`config.mk`:
```
export PLATFORM = sky130hd
export DESIGN_NAME = johnson_decade_counter
export DESIGN_NICKNAME = d
export VERILOG_FILES = /design/src/rtl/jdc_pkg.sv /design/src/rtl/jdc_rst_sync.sv /design/src/rtl/jdc_edge_unit.sv /design/src/rtl/jdc_ring.sv /design/src/rtl/johnson_decade_counter.sv
export SDC_FILE = /design/constraint.sdc
export NUM_CORES = 1
export LEC_CHECK = 0
export ABC_AREA = 1
export CORE_AREA = 8 8 54 56
export DETAILED_ROUTE_END_ITERATION = 10
export DIE_AREA = 0 0 62 64
export PLACE_DENSITY = 0.74
export SLEW_MARGIN = 20
export SYNTH_ARGS = -nofsm -noshare
export SYNTH_HDL_FRONTEND = slang
export SYNTH_SLANG_ARGS = --single-unit
```
`constraint.sdc`:
```
create_clock -name clk -period 0.8 [get_ports clk]
set_input_delay 0.24 -clock clk [delete_from_list [all_inputs] [get_ports clk]]
set_output_delay 0.24 -clock clk [all_outputs]
set_load 0.01 [all_outputs]
```
`src/rtl/jdc_pkg.sv`:
```
package jdc_pkg;
  // Number of flops in the twisted ring; the count length is twice this.
  localparam int unsigned DEF_RING_BITS   = 5;
  // Depth of the input synchronizers.
  localparam int unsigned DEF_SYNC_STAGES = 2;

  function automatic int unsigned ring_states(input int unsigned ring_bits);
    return 2 * ring_bits;
  endfunction
endpackage

```
`src/rtl/jdc_rst_sync.sv`:
```
module jdc_rst_sync #(
  parameter int unsigned STAGES = 2
) (
  input  logic clk,
  input  logic arst_n,
  output logic rst_n_o
);
  logic [STAGES-1:0] sh_q;
  logic [STAGES-1:0] sh_d;

  always_comb begin
    sh_d = {sh_q[STAGES-2:0], 1'b1};
  end

  always_ff @(posedge clk or negedge arst_n) begin
    if (!arst_n) sh_q <= '0;
    else         sh_q <= sh_d;
  end

  assign rst_n_o = sh_q[STAGES-1];
endmodule

```
`src/rtl/jdc_edge_unit.sv`:
```
module jdc_edge_unit #(
  parameter int unsigned SYNC_STAGES = 2
) (
  input  logic clk,
  input  logic rst_n,
  input  logic cnt_clk_in,
  input  logic cnt_inh_in,
  output logic adv_o
);
  // Cycles after reset until the synchronizer and previous-value flops hold real input levels.
  localparam int unsigned ARM_CYC = SYNC_STAGES + 1;
  localparam int unsigned ARM_W   = $clog2(ARM_CYC + 1);

  logic [SYNC_STAGES-1:0] clk_sh_q, clk_sh_d;
  logic [SYNC_STAGES-1:0] inh_sh_q, inh_sh_d;
  logic                   clk_prev_q, clk_prev_d;
  logic                   inh_prev_q, inh_prev_d;
  logic [ARM_W-1:0]       arm_q, arm_d;
  logic                   armed;
  logic                   clk_lvl, inh_lvl;
  logic                   clk_rise, inh_fall;

  assign clk_lvl  = clk_sh_q[SYNC_STAGES-1];
  assign inh_lvl  = inh_sh_q[SYNC_STAGES-1];
  assign armed    = (arm_q == ARM_W'(ARM_CYC));
  assign clk_rise = clk_lvl & ~clk_prev_q;
  assign inh_fall = ~inh_lvl & inh_prev_q;

  always_comb begin
    clk_sh_d   = {clk_sh_q[SYNC_STAGES-2:0], cnt_clk_in};
    inh_sh_d   = {inh_sh_q[SYNC_STAGES-2:0], cnt_inh_in};
    clk_prev_d = clk_lvl;
    inh_prev_d = inh_lvl;
    arm_d      = armed ? arm_q : arm_q + ARM_W'(1);
  end

  always_ff @(posedge clk or negedge rst_n) begin
    if (!rst_n) begin
      clk_sh_q   <= '0;
      inh_sh_q   <= '0;
      clk_prev_q <= 1'b0;
      inh_prev_q <= 1'b0;
      arm_q      <= '0;
    end else begin
      clk_sh_q   <= clk_sh_d;
      inh_sh_q   <= inh_sh_d;
      clk_prev_q <= clk_prev_d;
      inh_prev_q <= inh_prev_d;
      arm_q      <= arm_d;
    end
  end

  // Advance: clock rises with inhibit low, or inhibit falls with clock high.
  assign adv_o = armed & ((clk_rise & ~inh_lvl) | (inh_fall & clk_lvl));
endmodule

```
`src/rtl/jdc_ring.sv`:
```
module jdc_ring #(
  parameter int unsigned RING_BITS = 5,
  localparam int unsigned NSTATES  = 2 * RING_BITS
) (
  input  logic               clk,
  input  logic               rst_n,
  input  logic               adv_i,
  output logic [NSTATES-1:0] dec_o,
  output logic               carry_o
);
  logic [RING_BITS-1:0] ring_q, ring_d;
  logic [NSTATES-1:0]   dec;
  logic                 legal;

  // Each decoded line looks at one pair of neighbouring ring bits.
  for (genvar k = 0; k < NSTATES; k++) begin : g_dec
    if (k == 0) begin : g_zero
      assign dec[k] = ~ring_q[RING_BITS-1] & ~ring_q[0];
    end else if (k < RING_BITS) begin : g_fill
      assign dec[k] = ring_q[k-1] & ~ring_q[k];
    end else if (k == RING_BITS) begin : g_full
      assign dec[k] = ring_q[RING_BITS-1] & ring_q[0];
    end else begin : g_drain
      assign dec[k] = ~ring_q[k-RING_BITS-1] & ring_q[k-RING_BITS];
    end
  end

  // A legal ring code decodes to exactly one line; anything else reloads count 0.
  assign legal = $onehot(dec);

  always_comb begin
    ring_d = ring_q;
    if (adv_i) begin
      if (legal) ring_d = {ring_q[RING_BITS-2:0], ~ring_q[RING_BITS-1]};
      else       ring_d = '0;
    end
  end

  always_ff @(posedge clk or negedge rst_n) begin
    if (!rst_n) ring_q <= '0;
    else        ring_q <= ring_d;
  end

  assign dec_o   = dec;
  assign carry_o = ~ring_q[RING_BITS-1];
endmodule

```
`src/rtl/johnson_decade_counter.sv`:
```
module johnson_decade_counter
  import jdc_pkg::*;
#(
  parameter int unsigned RING_BITS   = DEF_RING_BITS,
  parameter int unsigned SYNC_STAGES = DEF_SYNC_STAGES,
  localparam int unsigned NSTATES    = ring_states(RING_BITS)
) (
  input  logic               clk,
  input  logic               rst_n,
  input  logic               cnt_clk_in,
  input  logic               cnt_inh_in,
  input  logic               clr_in,
  output logic [NSTATES-1:0] dec_o,
  output logic               carry_o
);
  logic sys_rst_n;
  logic clr_src_n;
  logic clr_rst_n;
  logic adv;

  assign clr_src_n = rst_n & ~clr_in;

  // The input path sees only the system reset, so a clear does not create false edges.
  jdc_rst_sync #(.STAGES(SYNC_STAGES)) u_sys_rst (
    .clk     (clk),
    .arst_n  (rst_n),
    .rst_n_o (sys_rst_n)
  );

  jdc_rst_sync #(.STAGES(SYNC_STAGES)) u_clr_rst (
    .clk     (clk),
    .arst_n  (clr_src_n),
    .rst_n_o (clr_rst_n)
  );

  jdc_edge_unit #(.SYNC_STAGES(SYNC_STAGES)) u_edge (
    .clk        (clk),
    .rst_n      (sys_rst_n),
    .cnt_clk_in (cnt_clk_in),
    .cnt_inh_in (cnt_inh_in),
    .adv_o      (adv)
  );

  jdc_ring #(.RING_BITS(RING_BITS)) u_ring (
    .clk     (clk),
    .rst_n   (clr_rst_n),
    .adv_i   (adv),
    .dec_o   (dec_o),
    .carry_o (carry_o)
  );
endmodule

```
# --- Word level (Yosys, flattened, before mapping) ---
# Cells that the tools add are included.
# W data, S select, Z words.
word_totals:
  regBits: 17
  out_inout_bits: 11
classes:
  bitwise_logic: 25
  mux: 1
  add_sub_neg: 10
  n_eq_ne: 2
ops:
  columns: ["cell", "n"]
  rows:
  - ["$add A4 B4 Y4", 4]
  - ["$and A1 B1 Y1", 16]
  - ["$add A1 B1 Y2", 5]
  - ["$not A1 Y1", 8]
  - ["$mux W5", 1]
  - ["$eq A4 B1 Y1 const B", 1]
  - ["$add A2 B1 Y2 const B", 1]
  - ["$eq A2 B2 Y1 const B", 1]
  - ["$or A1 B1 Y1", 1]

# --- Depth between registers and ports, before layout ---
# Gate-level depths: netlist (run 1).
logic_depth:
  word_depth: 8
  mapped_depth: 15
  depth_no_buf: 15

# --- By module ---
# A second synthesis (run 1) with hierarchy kept.
unflattened:
  cells_unflattened: 96
  hier_area_um2: 850.8
modules_own_cells:
  columns: ["module", "seq_area_each_um2", "area_each_um2", "cells_each", "n_inst"]
  rows:
  - ["jdc_ring", 125.1, 479.2, 70, 1]
  - ["jdc_edge_unit", 200.2, 254.0, 18, 1]
  - ["jdc_rst_sync", 50.0, 53.8, 3, 2]
  - ["johnson_decade_counter", 0.0, 10.0, 2, 1]

# --- Worst setup path before layout (run 1) ---
# OpenSTA, ideal clock, no wires.
synth_timing:
  kind: "register to register"
  startpoint: "register u_ring.ring_q[4]"
  endpoint: "register u_ring.ring_q[0]"
  path_stages_with_launch: 16
  setup_time_ns: 0.116
  required_time_ns: 0.684
  arrival_ns: 2.978
  slack_ns: -2.294
  path_cell_list: "dfrtp_1 > inv_1 > nor2_1 > nor2_1 > fa_1 > fa_1 > inv_1 > fa_1 > inv_1 > fa_1 > nand2_1 > nor2_2 > nand2_1 > nor2_2 > nand2_1 > nand2_1"
synth_via:
  elab_chain_cells: 8
  word_cells_on_any_way: 14
  cone_classes: "add/sub (7); eq/ne (1); mux (1); bitwise (5)"
synth_rtl:
  columns: ["item", "line_no", "text"]
  rows:
  - ["start, declared", "jdc_ring.sv:11", "logic [RING_BITS-1:0] ring_q, ring_d;"]
  - ["start signal, assigned", "jdc_ring.sv:41", "else ring_q <= ring_d;"]
  - ["$not A1 Y1 (*)", null, null]
  - ["named net carry_o", "johnson_decade_counter.sv:14", "output logic carry_o"]
  - ["$and A1 B1 Y1, on equally long branches", "jdc_ring.sv:18, jdc_ring.sv:20", null]
  - ["$add A1 B1 Y2 (implied by the code)", "jdc_ring.sv:29", "assign legal = $onehot(dec);"]
  - ["$add A4 B4 Y4 (implied by the code) (3 in a row)", "jdc_ring.sv:29", null]
  - ["$eq A4 B1 Y1", "jdc_ring.sv:29", null]
  - ["$mux W5 (*)", "jdc_ring.sv:34", "if (legal) ring_d = {ring_q[RING_BITS-2:0], ~ring_q[RING_BITS-1]};"]
# Mark *: on every way through the listed nets, which the timed path passes. The rest lies on a longest branch.
# A chain may end at the register's enable or synchronous reset.

# --- Worst setup path after layout (run 1) ---
layout_timing:
  startpoint: "register u_ring.ring_q[1]"
  endpoint: "register u_ring.ring_q[0]"
layout_via:
  elab_chain_cells: 8
  word_cells_on_any_way: 14
  cone_classes: "add/sub (7); eq/ne (1); mux (1); bitwise (5)"
layout_rtl:
  columns: ["item", "line_no"]
  rows:
  - ["$not A1 Y1", "jdc_ring.sv:20, jdc_ring.sv:24"]
  - ["$and A1 B1 Y1, on equally long branches", "jdc_ring.sv:20, jdc_ring.sv:24"]
  - ["$add A1 B1 Y2 (implied by the code)", "jdc_ring.sv:29"]
  - ["$add A4 B4 Y4 (implied by the code)", "jdc_ring.sv:29"]
  - ["$add A4 B4 Y4 (implied by the code) (*) (2 in a row)", "jdc_ring.sv:29"]
  - ["$eq A4 B1 Y1 (*)", "jdc_ring.sv:29"]
  - ["$mux W5 (*)", "jdc_ring.sv:34"]
# Mark *: on every way between the ends. The rest lies on a longest branch, timed or not.

==> results of run 1 <==
## layout make-up
type	count	share of cell area (%)
Timing Repair Buffer	44	28.2
Multi-Input combinational cell	64	34.7
Clock buffer	3	1.50
Sequential cell	17	28.7
Inverter	17	4.25
Clock inverter	1	0.333
Tap cell	28	2.33
## cell usage after synthesis, drive strengths merged
master  number
a21oi        1
conb         2
mux2         1
nor2        23
fa           6
xnor2        1
nand3        1
ha           4
dfrtp       17
or2          1
nand2       20
inv         17
## registers in the layout, summed over array words and instances, names as in the netlist
register,count
u_ring.ring_q,5
u_edge.arm_q,2
u_edge.clk_prev_q,1
u_sys_rst.sh_q,2
u_edge.inh_sh_q,2
u_edge.clk_sh_q,2
u_edge.inh_prev_q,1
u_clr_rst.sh_q,2
## routing by layer
layer	up-vias	global-route usage, %	wire (µm)
li1	368	-	-
met1	348	10.0	689
met2	20	20.1	1150
met3	5	3.00	130
met4	0	5.41	33
met5	-	0	0
## placed cells by master, fill, tap and decap left out
cell type / synthesis / routed
clkinv_2: 0 / 1
xnor2_2: 0 / 1
inv_2: 0 / 8
mux2_2: 1 / 1
nor2_1: 20 / 9
nor2_2: 2 / 3
fa_1: 6 / 5
nor2_4: 1 / 11
dfrtp_1: 17 / 12
clkdlybuf4s50_1: 0 / 4
a21oi_1: 1 / 1
clkbuf_4: 0 / 3
buf_6: 0 / 24
or2_0: 1 / 1
ha_4: 0 / 1
buf_2: 0 / 3
buf_4: 0 / 13
ha_1: 4 / 3
nand3_4: 1 / 1
nand2_1: 19 / 18
fa_2: 0 / 1
conb_1: 2 / 6
dfrtp_2: 0 / 5
inv_1: 17 / 9
nand2_2: 1 / 2
## cell families (layout without fill, tap and decap cells)
kind of cell               count (synthesis)  in the layout
and+or+nand+nor                           45             45
DFF                                       17             17
buffers and inverters                     17             65
adders and majority gates                 10             10
other                                      2              6
AOI/OAI and AO/OA                          1              1
xor gates and xnor gates                   1              1
muxes                                      1              1
## what timing repair did
item / in CTS / in global routing
resized for setup: 76 / 15
buffers inserted: 8 / 8
hold buffers: 0 / 0
pin swaps: 5 / 7
endpoints found under the setup margin: 18 / 18
endpoints found under the hold margin: 0 / 0
## report_power, final
group | total [mW] | switching [mW] | internal (mW)
sequential | 1.04 | 0.108 | 0.928
combinational | 1.37 | 0.646 | 0.723
clock | 0.429 | 0.244 | 0.186
total | 2.83 | 0.998 | 1.84
## worst max path at each step
stage,cells after the start,slack [ns],end
2_1_floorplan,15,-2.15,u_ring.ring_q[0]$_DFFE_PN0P_
3_3_place_gp,15,-2.25,u_ring.ring_q[1]$_DFFE_PN0P_
3_5_place_dp,15,-2.30,u_ring.ring_q[0]$_DFFE_PN0P_
4_1_cts,15,-2.22,u_ring.ring_q[0]$_DFFE_PN0P_
5_1_grt,15,-2.43,u_ring.ring_q[0]$_DFFE_PN0P_
6_report,15,-2.24,u_ring.ring_q[0]$_DFFE_PN0P_
## worst max-delay path: cells and delay by family, from the launching register on
family	cells	cell delay, ns
adders and majority gates	4	1.79
and+or+nand+nor	8	0.52
DFF	1	0.45
buffers and inverters	3	0.19
==> results.py, run 1 <==
metrics = {
    "die": {
        "die_x_um": 62,
        "coreArea_mm2": 0.00211,
        "fp.dieArea_mm2": 0.00397,
        "chipHeight_um": 64,
        "io_pins": 16,
        "start_util_pct": 42.4,
        "num_rows": 17,
    },
    "pwr": {
        "vdd_drop_max_v": 0.00169,
        "leakage_nw": 0.735,
        "power_density_mw_per_mm2": 1890,
        "power.total_mw": 2.83,
    },
    "detailed_routing": {
        "wl_per_cell_um": 11.5,
        "via_per_inst": 4.26,
        "post-route-drc-count": 0,
        "finalWirelength_um": 2000,
        "firstDrtPassIters": 4,
        "ant_nets": 0,
        "drt_iter0_markers": 8,
        "via_count": 741,
    },
    "synth": {
        "synth_top_cell_area_share_pct": 47.7,
        "synthMuxAreaShare_pct": 1.26,
        "synthAdderAreaFrac_pct": 19.1,
        "ys_ff_latch": 17,
        "synth_compound_area_share_pct": 0.561,
        "synth_largest_area_cell": "dfrtp_1",
        "postSynthAreaPerCell_um2": 9.49,
        "synth_cell_type_count": 15,
        "ys_warn_count": 0,
        "synth_top_family_by_area": "simple AND/OR/NAND/NOR gates",
        "synthSimpleGateAreaFrac_pct": 22.4,
        "synth-seq-area-share_pct": 47.7,
        "synth.area.top_cells": "dfrtp_1, fa_1, nor2_1, nand2_1, inv_1",
        "synth_xor_area_share_pct": 0.982,
        "netlist_instances": 94,
        "synth_area_um2": 892,
    },
    "timing": {
        "hold_viol": 0,
        "finalSetupViolations": 18,
        "fin_worst_skew_ns": 0.000623,
        "min_period_over_period_pct": 380,
        "drv_slew": 0,
        "rsz0062_at_grt": "true",
        "tns_ns": -18.11,
        "layout_min_cycle_time_ns": 3.04,
        "timing.fmax_mhz": 329,
        "hold_slack_ns": 0.0759,
        "setup_ws_ns": -2.24,
    },
    "finish": {
        "fill_cells": 142,
        "regArea_um2": 432,
        "multi_input_area_um2": 520,
        "diodes": 0,
        "synthToLayoutAreaGrowth_pct": 68.3,
        "fin_cells": 174,
        "nNetsFinal": 162,
        "drive_gt1_share_pct": 53.4,
        "finish.utilization_pct": 71.3,
        "fin_area_mm2": 0.00150,
    },
    "clock_tree": {
        "cts_buffer_depth": 2,
        "cts_tree": "done",
        "h-tree-depth": 1,
        "cts-root-buf": "clkbuf_4",
        "cts-buffers-inserted": 3,
        "clk_pin_slew_ns": 0.09,
        "cts.sinks": 17,
        "worstSkewPairLatency_ns": 0.28,
    },
    "flow_run": {
        "cap_violations": 0,
    },
    "setup_path": {
        "worstReg2RegStart": "u_ring.ring_q[1]$_DFFE_PN0P_",
        "startpoint_type": "register",
        "critPathMaxFanout": 5,
        "path_cells": "inv_2 -> nor2_4 -> nor2_2 -> fa_1 -> fa_1 -> inv_2 -> fa_2 -> inv_2 -> fa_1 -> nand2_1 -> nor2_2 -> nand2_2 -> nor2_4 -> nand2_1 -> nand2_1",
        "regToRegSetupSlack_ns": -2.24,
        "critPathSlowestCell": "fa_1",
        "r2r_end": "u_ring.ring_q[0]$_DFFE_PN0P_",
        "ff2ff_path_depth": 15,
        "cp-startpoint": "u_ring.ring_q[1]$_DFFE_PN0P_",
        "max_stage_delay_ns": 0.53,
        "critPathCaptureType": "register",
        "cp_data_arrival_time_ns": 3.22,
        "worstPathRequired_ns": 0.98,
        "path_class": "reg2reg",
    },
    "grt": {
        "gr-total-overflow": 0,
        "grt_pass1_wl_um": 3190,
        "grt_usage_pct": 10.8,
        "grt_max_degree": 11,
        "antenna_found_initial": 0,
        "grt_pass1_vias": 795,
    },
    "place": {
        "gp_congestion": 0.748,
        "preCtsSetupSlack_ns": -2.30,
        "io_buffers": 15,
        "place_inst": 160,
        "place_area_mm2": 0.00129,
        "dpl.hpwl_um": 1380,
    },
    "status": {
        "status": "finished, violations left",
        "violations": "negative setup slack",
    },
    "hold_path": {
        "hold_class": "reg2async",
    },
}
Power figures use the tool's default switching activity.
==> run 2, diff against run 1 <==
Settings changed: CORE_AREA 8 8 54 56 to 8 8 53 55, DIE_AREA 0 0 62 64 to 0 0 61 63, SYNTH_HIERARCHICAL from default to 1.
==> results.py, run 2 <==
metrics = {
    "die": {
        "io_pins": 16,
        "die_x_um": 61,
        "start_util_pct": 41.2,
        "coreArea_mm2": 0.00206,
        "chipHeight_um": 63,
        "num_rows": 17,
        "fp.dieArea_mm2": 0.00384,
    },
    "clock_tree": {
        "cts_tree": "done",
        "cts-buffers-inserted": 3,
        "cts_buffer_depth": 2,
        "cts.sinks": 17,
        "clk_pin_slew_ns": 0.09,
        "cts-root-buf": "clkbuf_4",
        "h-tree-depth": 1,
        "worstSkewPairLatency_ns": 0.28,
    },
    "place": {
        "place_inst": 159,
        "gp_congestion": 0.779,
        "place_area_mm2": 0.00121,
        "io_buffers": 15,
        "dpl.hpwl_um": 1430,
    },
    "grt": {
        "gr-total-overflow": 0,
        "grt_usage_pct": 11.8,
        "grt_pass1_wl_um": 3480,
        "antenna_found_initial": 0,
        "grt_max_degree": 11,
        "grt_pass1_vias": 863,
    },
    "synth": {
        "synthSimpleGateAreaFrac_pct": 17.8,
        "synth-seq-area-share_pct": 50.0,
        "ys_ff_latch": 17,
        "synth_cell_type_count": 13,
        "ys.flop_type": "dfrtp_1",
        "synth_most_common_cell": "inv_1",
        "synth_top_cell_area_share_pct": 50.0,
        "ys_top_cells_by_count": "inv_1, nand2_1, dfrtp_1",
        "synth_area_um2": 851,
        "async_reset_ff_share_pct": 100,
        "syn_nets": 109,
        "netlist_instances": 96,
        "synth_largest_area_cell": "dfrtp_1",
        "synth_top_family_by_area": "simple AND/OR/NAND/NOR gates",
        "synthMuxAreaShare_pct": 0,
        "synthAdderAreaFrac_pct": 15.3,
        "synth_edf_count": 0,
        "postSynthAreaPerCell_um2": 8.86,
        "synth.area.top_cells": "dfrtp_1, inv_1, fa_1, nand2_1, ha_1",
        "synth_compound_area_share_pct": 3.09,
        "ys_warn_count": 6,
        "synth_xor_area_share_pct": 1.03,
    },
    "detailed_routing": {
        "via_per_inst": 4.37,
        "finalWirelength_um": 2300,
        "wl_met3_um": 134,
        "firstDrtPassIters": 4,
        "post-route-drc-count": 0,
        "met2RoutedLength_um": 1330,
        "drt_iter0_markers": 15,
        "via_count": 799,
        "routed.top_layer": "met4",
        "met1Wirelength_um": 803,
        "wl_per_cell_um": 12.6,
        "ant_nets": 0,
    },
    "setup_path": {
        "cp_data_arrival_time_ns": 3.34,
        "regToRegSetupSlack_ns": -2.32,
        "ff2ff_path_depth": 14,
        "critPathCaptureType": "register",
        "startpoint_type": "register",
        "worstPathRequired_ns": 1.03,
        "crit_top_cell": "inv_2",
        "r2r_end": "u_ring/ring_q[1]$_DFFE_PN0P_",
        "max_stage_delay_ns": 0.56,
        "worstReg2RegStart": "u_ring/ring_q[1]$_DFFE_PN0P_",
        "cp-startpoint": "u_ring/ring_q[1]$_DFFE_PN0P_",
        "path_cells": "nor2_4 -> inv_2 -> fa_1 -> fa_2 -> inv_2 -> ha_4 -> nand2_2 -> nand2_2 -> inv_2 -> fa_1 -> inv_2 -> a21oi_4 -> nand3_1 -> nand2_1",
        "path_class": "reg2reg",
        "critPathSlowestCell": "fa_2",
        "critPathMaxFanout": 5,
    },
    "timing": {
        "rsz0062_at_grt": "true",
        "drv_slew": 0,
        "tns_ns": -19.17,
        "timing.fmax_mhz": 321,
        "fin_worst_skew_ns": 0.00387,
        "layout_min_cycle_time_ns": 3.12,
        "finalSetupViolations": 18,
        "hold_viol": 0,
        "min_period_over_period_pct": 390,
        "setup_ws_ns": -2.32,
    },
    "pwr": {
        "pwr-share-clk_pct": 8.4,
        "leakage_nw": 0.825,
        "intPower_mw": 2.98,
        "power_density_mw_per_mm2": 3280,
        "p_seq_share_pct": 21.2,
        "vdd_drop_max_v": 0.00188,
        "switchingPower_mw": 2.13,
        "swShare_pct": 41.6,
        "pwr-share-comb_pct": 70.4,
        "power.total_mw": 5.11,
    },
    "finish": {
        "diodes": 0,
        "layout_commonest_cell": "buf_6",
        "nNetsFinal": 169,
        "top_register": "u_ring/ring_q",
        "fin_cells": 183,
        "drive_gt1_share_pct": 54.8,
        "largest_reg_flops": 5,
        "fill_cells": 135,
        "fin_area_mm2": 0.00156,
        "finish.utilization_pct": 75.5,
        "synthToLayoutAreaGrowth_pct": 83.1,
        "final_cell_mix": "buf_6, buf_4, dfrtp_1",
    },
    "status": {
        "violations": "negative setup slack",
        "status": "finished, violations left",
    },
    "flow_run": {
        "cap_violations": 0,
    },
    "hold_path": {
        "hold_class": "reg2async",
    },
}
==> run 2: critical path, delay by kind of cell, from the launching register on <==
kind                     cells  cell delay [ns]
AO/OA/AOI/OAI                1             0.19
adder cells (fa/ha/maj)      4             1.80
buffers and inverters        4             0.19
flip-flops                   1             0.43
AND/OR/NAND/NOR              5             0.45
==> run 2: worst max-delay path by stage <==
stage	endpoint	slack (ns)	cells after the start
CTS	u_ring/ring_q[4]$_DFFE_PN0P_	-2.25	14
floorplan	u_ring/ring_q[0]$_DFFE_PN0P_	-2.15	11
global placement	u_ring/ring_q[0]$_DFFE_PN0P_	-2.20	15
global route	u_ring/ring_q[1]$_DFFE_PN0P_	-2.43	14
detailed placement	u_ring/ring_q[0]$_DFFE_PN0P_	-2.30	15
finish	u_ring/ring_q[1]$_DFFE_PN0P_	-2.32	14
==> run 2: power groups by stage <==
stage | clock, mW | sequential [mW] | combinational, mW
after floorplan | 0 | 1.12 | 1.19
after CTS | 0.459 | 1.08 | 3.16
after global placement | 0 | 1.07 | 2.21
after global routing | 0.503 | 1.09 | 3.87
after detailed placement | 0 | 1.08 | 2.34
final | 0.431 | 1.08 | 3.59
==> run 2: stage by stage <==
stage                     worst slack, ns  hold WS (ns)
final                               -2.32        0.0763
after global routing                -2.43        0.0974
after CTS                           -2.25        0.0830
after detailed placement            -2.30        0.0734
after global placement              -2.20        0.0691
after floorplan                     -2.15       -0.0556
==> run 2: final cells by class <==
| cell class | count | area [µm²] | share of cell area [%] |
|---|---|---|---|
| Clock buffer | 3 | 22.5 | 1.45 |
| Clock inverter | 1 | 5.00 | 0.321 |
| Inverter | 26 | 103 | 6.59 |
| Multi-Input combinational cell | 53 | 447 | 28.7 |
| Sequential cell | 17 | 425 | 27.3 |
| Tap cell | 28 | 35.0 | 2.25 |
| Timing Repair Buffer | 55 | 520 | 33.4 |
==> run 2: cell families (layout without fill, tap and decap cells) <==
kind of cell,count (synthesis),in the layout
other,3,3
buffers and inverters,26,85
AND/OR/NAND/NOR,37,37
XOR/XNOR,1,1
flip-flops,17,17
AO/OA/AOI/OAI,4,4
adder cells (fa/ha/maj),8,8
==> run 2: repair_timing <==
item                                    in CTS  in global routing
hold buffers                                 0                  0
endpoints found under the setup margin      18                 18
buffers inserted                            17                  7
gates resized for setup                     83                 19
pin swaps                                   16                 15
==> run 2: per-layer routing <==
metal	global-route usage (%)	vias up
met1	11.2	381
li1	-	392
met4	6.41	0
met5	0	-
met2	21.7	22
met3	2.88	4
==> run 3, diff against run 2 <==
Settings changed: CORE_AREA 8 8 53 55 to 8 8 51 53, DIE_AREA 0 0 61 63 to 0 0 59 61, PLACE_DENSITY 0.74 to default, PLACE_DENSITY_LB_ADDON from default to 0.25, SLEW_MARGIN 20 to default.
Clock period 0.8 ns to 2.95 ns, I/O delays scaled along.
==> results.py, run 3 (same netlist as run 2, synthesis figures left out) <==
metrics = {
    "status": {
        "status": "finished, violations left",
        "violations": "negative setup slack",
    },
    "finish": {
        "drive_gt1_share_pct": 30.1,
        "fin_area_mm2": 0.00125,
        "final_cell_mix": "inv_1, buf_4, dfrtp_1",
        "top_register": "u_ring/ring_q",
        "largest_reg_flops": 5,
        "nNetsFinal": 147,
        "synthToLayoutAreaGrowth_pct": 47.1,
        "diodes": 0,
        "layout_commonest_cell": "inv_1",
    },
    "setup_path": {
        "ff2ff_path_depth": 15,
        "cp-startpoint": "u_ring/ring_q[4]$_DFFE_PN0P_",
        "worstPathRequired_ns": 3.17,
        "critPathMaxFanout": 5,
        "startpoint_type": "register",
        "path_class": "reg2reg",
        "regToRegSetupSlack_ns": -0.11,
        "cp_data_arrival_time_ns": 3.29,
        "worstReg2RegStart": "u_ring/ring_q[4]$_DFFE_PN0P_",
        "worstSetupEndpoint": "u_ring/ring_q[0]$_DFFE_PN0P_",
        "critPathCaptureType": "register",
        "r2r_end": "u_ring/ring_q[0]$_DFFE_PN0P_",
    },
    "grt": {
        "grt_usage_pct": 10.9,
        "grt_pass1_vias": 699,
        "gr-total-overflow": 0,
        "antenna_found_initial": 0,
        "grt_pass1_wl_um": 2930,
        "grt_max_degree": 11,
    },
    "place": {
        "dpl.hpwl_um": 1330,
        "io_buffers": 15,
        "preCtsSetupSlack_ns": -0.138,
        "place_area_mm2": 0.00113,
        "gp_congestion": 0.833,
    },
    "detailed_routing": {
        "drt_iter0_markers": 13,
        "ant_nets": 0,
        "via_count": 696,
        "wl_per_cell_um": 11.0,
        "finalWirelength_um": 1760,
        "via_per_inst": 4.35,
        "post-route-drc-count": 0,
        "firstDrtPassIters": 4,
    },
    "timing": {
        "min_period_over_period_pct": 104,
        "timing.fmax_mhz": 326,
        "fin_worst_skew_ns": 0.00582,
        "tns_ns": -0.471,
        "setup_ws_ns": -0.114,
        "hold_viol": 0,
        "layout_min_cycle_time_ns": 3.06,
        "finalSetupViolations": 5,
        "rsz0062_at_grt": "true",
        "drv_slew": 0,
    },
    "pwr": {
        "leakage_nw": 0.656,
        "power_density_mw_per_mm2": 889,
        "vdd_drop_max_v": 0.000451,
    },
    "die": {
        "start_util_pct": 46.2,
        "io_pins": 16,
        "die_x_um": 59,
        "coreArea_mm2": 0.00184,
        "num_rows": 16,
        "chipHeight_um": 61,
        "fp.dieArea_mm2": 0.00360,
    },
    "clock_tree": {
        "h-tree-depth": 1,
        "cts.sinks": 17,
        "cts-buffers-inserted": 3,
        "worstSkewPairLatency_ns": 0.28,
        "cts-root-buf": "clkbuf_4",
        "clk_pin_slew_ns": 0.09,
        "cts_tree": "done",
        "cts_hold_buf": 0,
        "cts_buffer_depth": 2,
    },
    "hold_path": {
        "hold_class": "reg2async",
    },
    "flow_run": {
        "cap_violations": 0,
    },
}
## run 3: cell types whose count changed in the layout (fill, tap and decap cells not counted), moves of 3 or more
cell / delta
clkdlybuf4s50_1: +11
nor2_4: -4
buf_2: -3
inv_1: +4
buf_6: -28
nor2_1: +4
## run 3: where the power goes
| group | total (mW) | switching, mW | leakage, nW | internal, mW |
|---|---|---|---|---|
| registers | 0.292 | 0.0297 | 0.203 | 0.262 |
| logic | 0.702 | 0.358 | 0.436 | 0.344 |
| clock network | 0.118 | 0.0677 | 0.0177 | 0.0502 |
| total | 1.11 | 0.456 | 0.656 | 0.656 |
## run 3: worst min-delay path by stage
stage | start | endpoint | depth (start not counted)
detailed placement | u_clr_rst/sh_q[1]$_DFF_PN0_ | u_ring/ring_q[1]$_DFFE_PN0P_ | 0
global route | u_clr_rst/sh_q[1]$_DFF_PN0_ | u_ring/ring_q[1]$_DFFE_PN0P_ | 0
finish | u_clr_rst/sh_q[1]$_DFF_PN0_ | u_ring/ring_q[1]$_DFFE_PN0P_ | 0
CTS | u_clr_rst/sh_q[1]$_DFF_PN0_ | u_ring/ring_q[1]$_DFFE_PN0P_ | 0
global placement | u_clr_rst/sh_q[1]$_DFF_PN0_ | u_ring/ring_q[3]$_DFFE_PN0P_ | 0
floorplan | u_clr_rst/sh_q[1]$_DFF_PN0_ | u_ring/ring_q[0]$_DFFE_PN0P_ | 0
## run 3: per-stage QoR
step / hold slack (ns) / instances / total power [mW] / util [%]
floorplan: 0.0541 / 96 / 0.619 / -
global route: 0.0986 / 160 / 1.21 / 67.9
finish: 0.0822 / 160 / 1.11 / 67.9
detailed placement: 0.0825 / 149 / 0.856 / 61.6
CTS: 0.0918 / 160 / 1.04 / 66.8
global placement: 0.0768 / 149 / 0.838 / 61.6
## run 3: routing by layer
layer / share of wire (%) / global-route usage (%) / routed length (µm) / vias to the layer above
li1: - / - / - / 344
met1: 46 / 11.5 / 802 / 331
met2: 47 / 18.4 / 823 / 17
met3: 5.9 / 3.18 / 103 / 4
met4: 1.6 / 7.51 / 28 / 0
met5: 0 / 0 / 0 / -
## run 3: repair_timing
item | CTS | global route
resized for setup | 3 | 7
endpoints found under the hold margin | 0 | 0
pin swaps | 9 | 2
buffers inserted | 7 | 0
endpoints found under the setup margin | 5 | 5
## run 3: worst max-delay path: stages, from the launching register on
cell,delay (ns)
dfrtp_1,0.40
inv_2,0.07
nor2_4,0.09
inv_2,0.06
fa_1,0.51
fa_2,0.54
inv_2,0.04
ha_4,0.25
nand2_2,0.05
nand2_2,0.07
inv_2,0.03
fa_1,0.49
inv_2,0.05
a21oi_4,0.16
nand3_1,0.12
nand2_1,0.08
## run 3: layout make-up
type	instances	area (µm²)
Clock buffer	3	22.5
Clock inverter	1	5.00
Fill cell	150	591
Inverter	26	97.6
Multi-Input combinational cell	53	382
Sequential cell	17	425
Tap cell	27	33.8
Timing Repair Buffer	33	285
